--- src/rtl/vliw_pkg.sv ---
package vliw_pkg;
  localparam int NSLOT    = 5;
  localparam int INT_SLOT = 4;

  // number of set bits in a slot mask
  function automatic logic [2:0] slot_count(input logic [NSLOT-1:0] m);
    logic [2:0] c;
    c = '0;
    for (int i = 0; i < NSLOT; i++) c = c + {2'b00, m[i]};
    return c;
  endfunction

  // next value of the squash flag after an accepted bundle
  function automatic logic next_squash(input logic pend, input logic int_vld,
                                       input logic taken);
    return pend ? 1'b0 : (int_vld & taken);
  endfunction
endpackage

--- src/rtl/vliw_issue_ctrl.sv ---
module vliw_issue_ctrl
  import vliw_pkg::*;
(
  input  logic             clk,
  input  logic             rst_n,
  input  logic [NSLOT-1:0] unit_stall,
  input  logic             in_valid,
  input  logic             int_vld,
  input  logic             br_taken,
  output logic             stall_any,
  output logic             in_ready,
  output logic             advance,
  output logic             accept,
  output logic             kill
);
  logic squash_pend;

  assign stall_any = |unit_stall;
  assign advance   = !stall_any;
  assign in_ready  = advance;
  assign accept    = in_valid && in_ready;
  assign kill      = accept && squash_pend;

  always_ff @(posedge clk) begin
    if (!rst_n)      squash_pend <= 1'b0;
    else if (accept) squash_pend <= next_squash(squash_pend, int_vld, br_taken);
  end

  // a pending squash survives cycles without an accepted bundle
  assert_squash_hold_R7: assert property (@(posedge clk) disable iff (!rst_n)
    (!accept) |=> $stable(squash_pend));
  // a squashed bundle never arms another squash
  assert_no_chain_R8: assert property (@(posedge clk) disable iff (!rst_n)
    kill |=> !squash_pend);
endmodule

--- src/rtl/vliw_slot_reg.sv ---
module vliw_slot_reg #(
  parameter int OPW = 8
) (
  input  logic           clk,
  input  logic           rst_n,
  input  logic           advance,
  input  logic           ld_vld,
  input  logic [OPW-1:0] ld_op,
  output logic           q_vld,
  output logic [OPW-1:0] q_op
);
  always_ff @(posedge clk) begin
    if (!rst_n) begin
      q_vld <= 1'b0;
      q_op  <= '0;
    end else if (advance) begin
      q_vld <= ld_vld;
      q_op  <= ld_vld ? ld_op : '0;
    end
  end

  assert_empty_zero_R4: assert property (@(posedge clk) disable iff (!rst_n)
    !q_vld |-> (q_op == '0));
  assert_hold_R5: assert property (@(posedge clk) disable iff (!rst_n)
    !advance |=> ($stable(q_vld) && $stable(q_op)));
endmodule

--- src/rtl/vliw_perf_cnt.sv ---
module vliw_perf_cnt
  import vliw_pkg::*;
#(
  parameter int CW = 16
) (
  input  logic             clk,
  input  logic             rst_n,
  input  logic             stall_any,
  input  logic             advance,
  input  logic [NSLOT-1:0] issued,
  output logic [CW-1:0]    stall_cnt,
  output logic [CW-1:0]    issue_cnt
);
  always_ff @(posedge clk) begin
    if (!rst_n) begin
      stall_cnt <= '0;
      issue_cnt <= '0;
    end else begin
      if (stall_any) stall_cnt <= stall_cnt + 1'b1;
      if (advance)   issue_cnt <= issue_cnt + CW'(slot_count(issued));
    end
  end

  assert_stall_count_R9: assert property (@(posedge clk) disable iff (!rst_n)
    stall_any |=> (stall_cnt == $past(stall_cnt) + 1'b1));
  assert_issue_freeze_R10: assert property (@(posedge clk) disable iff (!rst_n)
    !advance |=> $stable(issue_cnt));
endmodule

--- src/rtl/vliw_dispatch.sv ---
module vliw_dispatch
  import vliw_pkg::*;
#(
  parameter int OPW = 8,
  parameter int CW  = 16
) (
  input  logic                 clk,
  input  logic                 rst_n,
  input  logic                 in_valid,
  output logic                 in_ready,
  input  logic [NSLOT-1:0]     in_slot_vld,
  input  logic [NSLOT*OPW-1:0] in_slot_op,
  input  logic                 in_br_taken,
  input  logic [NSLOT-1:0]     unit_stall,
  output logic [NSLOT-1:0]     unit_vld,
  output logic [NSLOT*OPW-1:0] unit_op,
  output logic [CW-1:0]        stall_cnt,
  output logic [CW-1:0]        issue_cnt
);
  logic             stall_any, advance, accept, kill;
  logic [NSLOT-1:0] issued;

  vliw_issue_ctrl u_ctrl (
    .clk        (clk),
    .rst_n      (rst_n),
    .unit_stall (unit_stall),
    .in_valid   (in_valid),
    .int_vld    (in_slot_vld[INT_SLOT]),
    .br_taken   (in_br_taken),
    .stall_any  (stall_any),
    .in_ready   (in_ready),
    .advance    (advance),
    .accept     (accept),
    .kill       (kill)
  );

  // slots that really go out at this edge
  assign issued = (accept && !kill) ? in_slot_vld : '0;

  for (genvar g = 0; g < NSLOT; g++) begin : g_slot
    vliw_slot_reg #(.OPW(OPW)) u_slot (
      .clk     (clk),
      .rst_n   (rst_n),
      .advance (advance),
      .ld_vld  (issued[g]),
      .ld_op   (in_slot_op[g*OPW +: OPW]),
      .q_vld   (unit_vld[g]),
      .q_op    (unit_op[g*OPW +: OPW])
    );
  end

  vliw_perf_cnt #(.CW(CW)) u_perf (
    .clk       (clk),
    .rst_n     (rst_n),
    .stall_any (stall_any),
    .advance   (advance),
    .issued    (issued),
    .stall_cnt (stall_cnt),
    .issue_cnt (issue_cnt)
  );

  assert_ready_low_R5: assert property (@(posedge clk) disable iff (!rst_n)
    (|unit_stall) |-> !in_ready);
  assert_lockstep_R3: assert property (@(posedge clk) disable iff (!rst_n)
    (accept && !kill) |=> (unit_vld == $past(in_slot_vld)));
  assert_bubble_R6: assert property (@(posedge clk) disable iff (!rst_n)
    (!(|unit_stall) && !in_valid) |=> (unit_vld == '0));
  assert_squash_R7: assert property (@(posedge clk) disable iff (!rst_n)
    kill |=> (unit_vld == '0));
endmodule

--- config.mk ---
export PLATFORM = sky130hd
export DESIGN_NAME = vliw_dispatch
export DESIGN_NICKNAME = d
export VERILOG_FILES = /design/src/rtl/vliw_pkg.sv /design/src/rtl/vliw_issue_ctrl.sv /design/src/rtl/vliw_slot_reg.sv /design/src/rtl/vliw_perf_cnt.sv /design/src/rtl/vliw_dispatch.sv
export SDC_FILE = /design/constraint.sdc
export NUM_CORES = 1
export LEC_CHECK = 0
export ABC_AREA = 1
export ABC_CLOCK_PERIOD_IN_PS = 4300
export BUFFER_PORTS_ARGS = -buffer_cell sky130_fd_sc_hd__buf_4
export CAP_MARGIN = 40
export CORE_UTILIZATION = 49
export DETAILED_ROUTE_END_ITERATION = 12
export GPL_ROUTABILITY_DRIVEN = 1
export PLACE_DENSITY = 0.91
export SLEW_MARGIN = 20
export SYNTH_ARGS = -nofsm -noshare
export SYNTH_HDL_FRONTEND = slang
export SYNTH_SLANG_ARGS = --single-unit
--- constraint.sdc ---
create_clock -name clk -period 4.3 [get_ports clk]
set_input_delay 0.645 -clock clk [delete_from_list [all_inputs] [get_ports clk]]
set_output_delay 0.645 -clock clk [all_outputs]
set_load 0.005 [all_outputs]
==> results of run 1 <==
Yosys cell counts:
cell and number:
fa_1 3, dfxtp_1 78, clkbuf_1 13, o21ai_1 1
a21oi_2 1, o21ai_0 15, nor3_4 1, nand3_2 1
xnor2_1 4, xor2_1 1, inv_2 1, nor3b_1 1
a31oi_1 3, a41oi_1 3, buf_4 5, buf_2 6
nor2_1 41, ha_1 6, or2_2 1, nand3_1 50
a21oi_1 62, nor2_2 4, nor3_1 3, buf_1 2
nand2_1 112, inv_1 43, nand4_1 5, buf_6 4
o21bai_1 1
worst register-to-register path, cell delays in order (launching register included):
cell	delay, ns
dfxtp_1	0.35
nor3_4	0.33
nand2_1	0.14
inv_1	0.08
ha_1	0.23
fa_1	0.44
ha_1	0.22
fa_1	0.49
fa_1	0.43
nand2_1	0.10
nand2_1	0.08
nand2_1	0.13
nor2_2	0.08
nand3_1	0.13
nand2_1	0.06
nand2_1	0.06
nor2_1	0.04
logic make-up (layout without fill, tap and decap cells):
kind of cell | count (synthesis) | after routing | synth area share, %
AND/OR/NAND/NOR | 219 | 219 | 27.03
buffers and inverters | 74 | 195 | 9.649
XOR/XNOR | 5 | 5 | 1.265
adder cells (fa/ha/maj) | 9 | 9 | 3.903
flip-flops | 78 | 78 | 45.10
AO/OA/AOI/OAI | 86 | 86 | 13.05
per-stage QoR:
step / cell area (µm²) / hold slack (ns) / worst slack, ns
5_1_grt: 4708 / 0.4862 / 0.3122
3_5_place_dp: 4439 / 0.4565 / 0.1982
3_3_place_gp: 4419 / 0.4517 / 0.4122
4_1_cts: 4708 / 0.4699 / 0.5604
2_1_floorplan: 3462 / 0.4449 / 0.5360
6_report: 4708 / 0.4702 / 0.5858
sequential cells by signal, summed over array words and instances (netlist names):
| name | flops |
|---|---|
| u_ctrl.squash_pend | 1 |
| u_perf.issue_cnt | 16 |
| u_perf.stall_cnt | 16 |
| g_slot.u_slot.q_vld | 5 |
| g_slot.u_slot.q_op | 40 |
where the power goes:
group	internal, mW	switching (mW)
combinational	0.0458	0.0415
clock	0.447	0.285
sequential	0.727	0.00479
layer usage:
layer	part of all wire [%]	vias to the layer above	GRT usage [%]	wire length [µm]
li1	-	1760	-	-
met1	40	1631	27.45	3615
met2	50	126	42.21	4525
met3	7.3	13	7.315	661
met4	2.1	0	12.27	191
met5	0	-	0	0
worst max path at each step:
stage	startpoint	endpoint	cells after the start
2_1_floorplan	unit_stall[1]	u_perf.issue_cnt[9]	18
3_3_place_gp	unit_stall[1]	u_perf.issue_cnt[12]	19
3_5_place_dp	unit_stall[3]	u_perf.issue_cnt[10]	19
4_1_cts	unit_stall[1]	u_perf.issue_cnt[10]	19
5_1_grt	unit_stall[3]	u_perf.issue_cnt[12]	18
6_report	unit_stall[1]	u_perf.issue_cnt[10]	19
area by class of cell:
| type | instances | area [µm²] |
|---|---|---|
| well taps | 96 | 120.1 |
| multi-input cells | 319 | 1567 |
| repair buffers | 135 | 1026 |
| clock inverters | 7 | 145.1 |
| clock buffers | 9 | 123.9 |
| fillers | 534 | 2086 |
| flip-flops and latches | 78 | 1562 |
| inverters | 44 | 165.2 |
==> flow_summary.yaml, run 1 <==
cts:
  root_buffer: "clkbuf_8"
  cts_buffer_depth: 2
  postCtsSetupBuffers: 0
  cts_resized: 0
  clock_latency_ns: 0.35
  ctsHoldBuffers: 0
  numCtsBuffers: 9
  cts_htree_levels: 3
  cts_tree: "done"
  clkSlewWorstSetupHoldPaths_ns: 0.09
  cts.sinks: 78
floorplanning:
  dieHeight_um: 86.06
  io_pins: 132
  die_area_um2: 7405
  coreArea_um2: 6794
  die_w_um: 86.06
  rows: 30
  initial_utilization_pct: 50.96
setup_path:
  required_ns: 4.55
  critPathMaxFanout: 7
  worst-path-buf-inv: 2
  cp_cell_sequence: "buf_4, nor2_1, nand3_2, nor3_4, nand2_1, inv_1, ha_1, fa_1, ha_1, fa_1, fa_1, nand2_1, nand2_1, nand2_1, nor2_2, nand3_1, nand2_1, nand2_1, nor2_1"
  regToRegStartpoint: "u_ctrl.squash_pend"
  rrSetupSlack_ns: 0.81
  r2r_cells: 16
  crit_path_max_incr_delay_ns: 0.49
  crit_top_cell: "nand2_1"
  crit_slowest_cell: "fa_1"
  crit_type: "input port to flip-flop"
  rr_endpoint: "u_perf.issue_cnt[10]"
  worstSetupEndpointType: "flip-flop"
  cp_top_family: "adder cells"
  arrival_ns: 3.97
  crit_path_start_kind: "input port"
power_and_ir_drop:
  peakVddDrop_v: 0.0003880
  p_leak_nw: 2.114
  totalPowerFinal_mw: 1.551
  p_per_area_nw_per_um2: 329.5
synthesis:
  ys_warn_count: 0
  mappedNetlistArea_um2: 3462
  syn_area_per_cell_um2: 7.350
  synthDistinctLibCells: 29
  synth_top_area_cell: "dfxtp_1"
  syn_inst: 471
  ys_ff_latch: 78
  syn_nets: 534
  yosysTopAreaCellShare_pct: 45.10
  yosysSeqAreaShare_pct: 45.10
  netlist_top_cells_area: "dfxtp_1 45%, nand2_1 12%, a21oi_1 9.0%"
drt:
  drtAntennaViolNets: 0
  drtIter0Drc: 213
  drc: 0
  firstDrtPassIters: 7
  wl_per_cell_um: 13.07
  finalWirelength_mm: 8.994
  vias: 3530
  avgViaCountPerCell: 5.131
placement:
  dp_cells: 672
  portBuffers: 131
  gp_congestion: 0.8477
  hpwl_mm: 6.384
layout:
  diodes: 0
  fin_util_pct: 69.30
  drive_above_1_share_pct: 27.03
  final_common_cell: "buf_4"
  final_cell_mix: "134 x buf_4, 112 x nand2_1, 78 x dfxtp_1"
  area_growth_pct: 36.00
  fin_nets: 650
  layoutNonFillerInstCount: 688
global_routing:
  grt_pass1_wl_mm: 14.36
  track_usage_pct: 24.50
  grt_max_degree: 69
  antenna_found_initial: 0
  grt_pass1_vias: 3343
  gr-total-overflow: 0
min_path:
  min_from: "g_slot[1].u_slot.q_op[5]"
  hp-class: "flip-flop to flip-flop"
  hold_path_depth: 2
  hold_path_end: "g_slot[1].u_slot.q_op[5]"
sta:
  slew_headroom_pct: 54.86
  timing.final.max_slew_violations: 0
  fmax_mhz: 269.2
  rsz0062_at_grt: "false"
  final.setup.tns_ns: 0
  fin_crit_ns: 3.714
  clock_skew_ns: 0.007323
  worst_pin_slew_ns: 0.6771
  final.period_utilization_pct: 86.38
  finalSetupViolCount: 0
  final-hold-violation-count: 0
run_status:
  status: "complete, no violations"
job:
  drv_cap: 0
Power figures use the tool's default switching activity.
==> inputs of run 2 (changes only) <==
--- a/config.mk
+++ b/config.mk
@@ -6,7 +6,7 @@
 export NUM_CORES = 1
 export LEC_CHECK = 0
 export ABC_AREA = 1
-export ABC_CLOCK_PERIOD_IN_PS = 4300
+export ABC_CLOCK_PERIOD_IN_PS = 3900
 export BUFFER_PORTS_ARGS = -buffer_cell sky130_fd_sc_hd__buf_4
 export CAP_MARGIN = 40
 export CORE_UTILIZATION = 49
==> constraint.sdc (replaced) <==
create_clock -name clk -period 3.9 [get_ports clk]
set_input_delay 0.585 -clock clk [delete_from_list [all_inputs] [get_ports clk]]
set_output_delay 0.585 -clock clk [all_outputs]
set_load 0.005 [all_outputs]
==> flow_summary.yaml, run 2 (synthesis results as in run 1) <==
setup_path:
  crit_slowest_cell: "fa_1"
  worstSetupEndpointType: "flip-flop"
  required_ns: 4.15
  crit_type: "input port to flip-flop"
  critPathMaxFanout: 4
  crit_top_cell: "nand2_1"
  arrival_ns: 3.70
  crit_path_start_kind: "input port"
  cp_cell_sequence: "buf_4, nor2_2, nand3_2, nor3_4, nand2_1, inv_1, ha_1, fa_1, ha_1, fa_1, fa_1, nand2_1, nand2_1, nand2_1, nor2_2, nand3_1, nand2_1, nand2_1, nor2_1"
  crit_path_max_incr_delay_ns: 0.49
drt:
  drtAntennaViolNets: 0
  avgViaCountPerCell: 5.061
  vias: 3487
  drtIter0Drc: 171
  firstDrtPassIters: 5
  finalWirelength_mm: 8.916
  wl_per_cell_um: 12.94
  drc: 0
global_routing:
  grt_max_degree: 69
  track_usage_pct: 24.62
  gr-total-overflow: 0
  grt_pass1_wl_mm: 14.28
  grt_pass1_vias: 3254
  antenna_found_initial: 0
layout:
  diodes: 0
  layoutNonFillerInstCount: 689
  fill_cells: 569
  fin_nets: 651
  fin_util_pct: 68.38
  final_cell_mix: "135 x buf_4, 112 x nand2_1, 78 x dfxtp_1"
  largest_reg_flops: 40
  drive_above_1_share_pct: 27.15
  area_growth_pct: 34.19
  largest_register: "g_slot.u_slot.q_op"
  largest_registers: "g_slot.u_slot.q_op: 40 flops, u_perf.issue_cnt: 16 flops, u_perf.stall_cnt: 16 flops"
  final_common_cell: "buf_4"
cts:
  cts_buffer_depth: 2
  cts_htree_levels: 3
  ctsHoldBuffers: 0
  cts_resized: 0
  postCtsSetupBuffers: 0
  cts_tree: "done"
  cts.sinks: 78
  root_buffer: "clkbuf_8"
  clkSlewWorstSetupHoldPaths_ns: 0.08
  numCtsBuffers: 9
  clock_latency_ns: 0.35
placement:
  gp_congestion: 0.8406
  hpwl_mm: 6.441
  dp_cells: 673
  portBuffers: 131
sta:
  timing.final.max_slew_violations: 0
  fmax_mhz: 290.1
  final.period_utilization_pct: 88.39
  slew_headroom_pct: 54.32
  worst_pin_slew_ns: 0.6852
  final.setup.tns_ns: 0
  rsz0062_at_grt: "false"
  final-hold-violation-count: 0
  finalSetupViolCount: 0
  fin_crit_ns: 3.447
  clock_skew_ns: 0.003629
power_and_ir_drop:
  p_per_area_nw_per_um2: 324.9
  p_leak_nw: 2.092
  peakVddDrop_v: 0.0002811
floorplanning:
  initial_utilization_pct: 50.96
  dieHeight_um: 86.06
  rows: 30
  io_pins: 132
  die_w_um: 86.06
  die_area_um2: 7405
  coreArea_um2: 6794
run_status:
  status: "complete, no violations"
min_path:
  hp-class: "flip-flop to flip-flop"
job:
  drv_cap: 0
[run 2: cell type report]
type	count	area (µm²)	area share (%)
Clock inverter	6	61.31	1.320
Clock buffer	10	137.6	2.963
Inverter	44	165.2	3.555
Sequential cell	78	1562	33.61
Timing Repair Buffer	136	1033	22.25
Tap cell	96	120.1	2.586
Multi-Input combinational cell	319	1567	33.72
[run 2: per-stage QoR]
| stage | hold WS, ns | setup WS (ns) | power (mW) | cell area, µm² |
|---|---|---|---|---|
| after CTS | 0.4678 | 0.4439 | 1.520 | 4646 |
| after global routing | 0.4850 | 0.1885 | 1.565 | 4646 |
| after global placement | 0.4528 | 0.1837 | 0.9169 | 4427 |
| after detailed placement | 0.4554 | 0.07170 | 0.9211 | 4447 |
| after floorplan | 0.4449 | 0.1960 | 0.8608 | 3462 |
| final | 0.4657 | 0.4530 | 1.509 | 4646 |
[run 2: where the power goes]
group,switching (mW),internal [mW]
Clock,0.296,0.311
Sequential,0.00519,0.801
Combinational,0.0455,0.0506
Total,0.347,1.16
[run 2: layer usage]
metal | routed length [µm] | GRT usage [%]
met5 | 0 | 0
met4 | 200 | 13.18
met3 | 522 | 6.449
met2 | 4452 | 41.56
met1 | 3741 | 28.54
[run 2: worst paths after layout]
| path | from | endpoint | slack (ns) | depth (start not counted) |
|---|---|---|---|---|
| worst min-delay path | g_slot[3].u_slot.q_op[6] | g_slot[3].u_slot.q_op[6] | 0.47 | 2 |
| worst min register to register | g_slot[3].u_slot.q_op[6] | g_slot[3].u_slot.q_op[6] | 0.47 | 2 |
| worst max-delay path | unit_stall[3] | u_perf.issue_cnt[10] | 0.45 | 19 |
| worst max register to register | u_ctrl.squash_pend | u_perf.issue_cnt[10] | 0.62 | 16 |
[run 2: worst max-delay path: cells and delay by family]
kind	cells	cell delay, ns
simple gates	12	1.10
fa+ha+maj	5	1.82
buf+inv	2	0.17
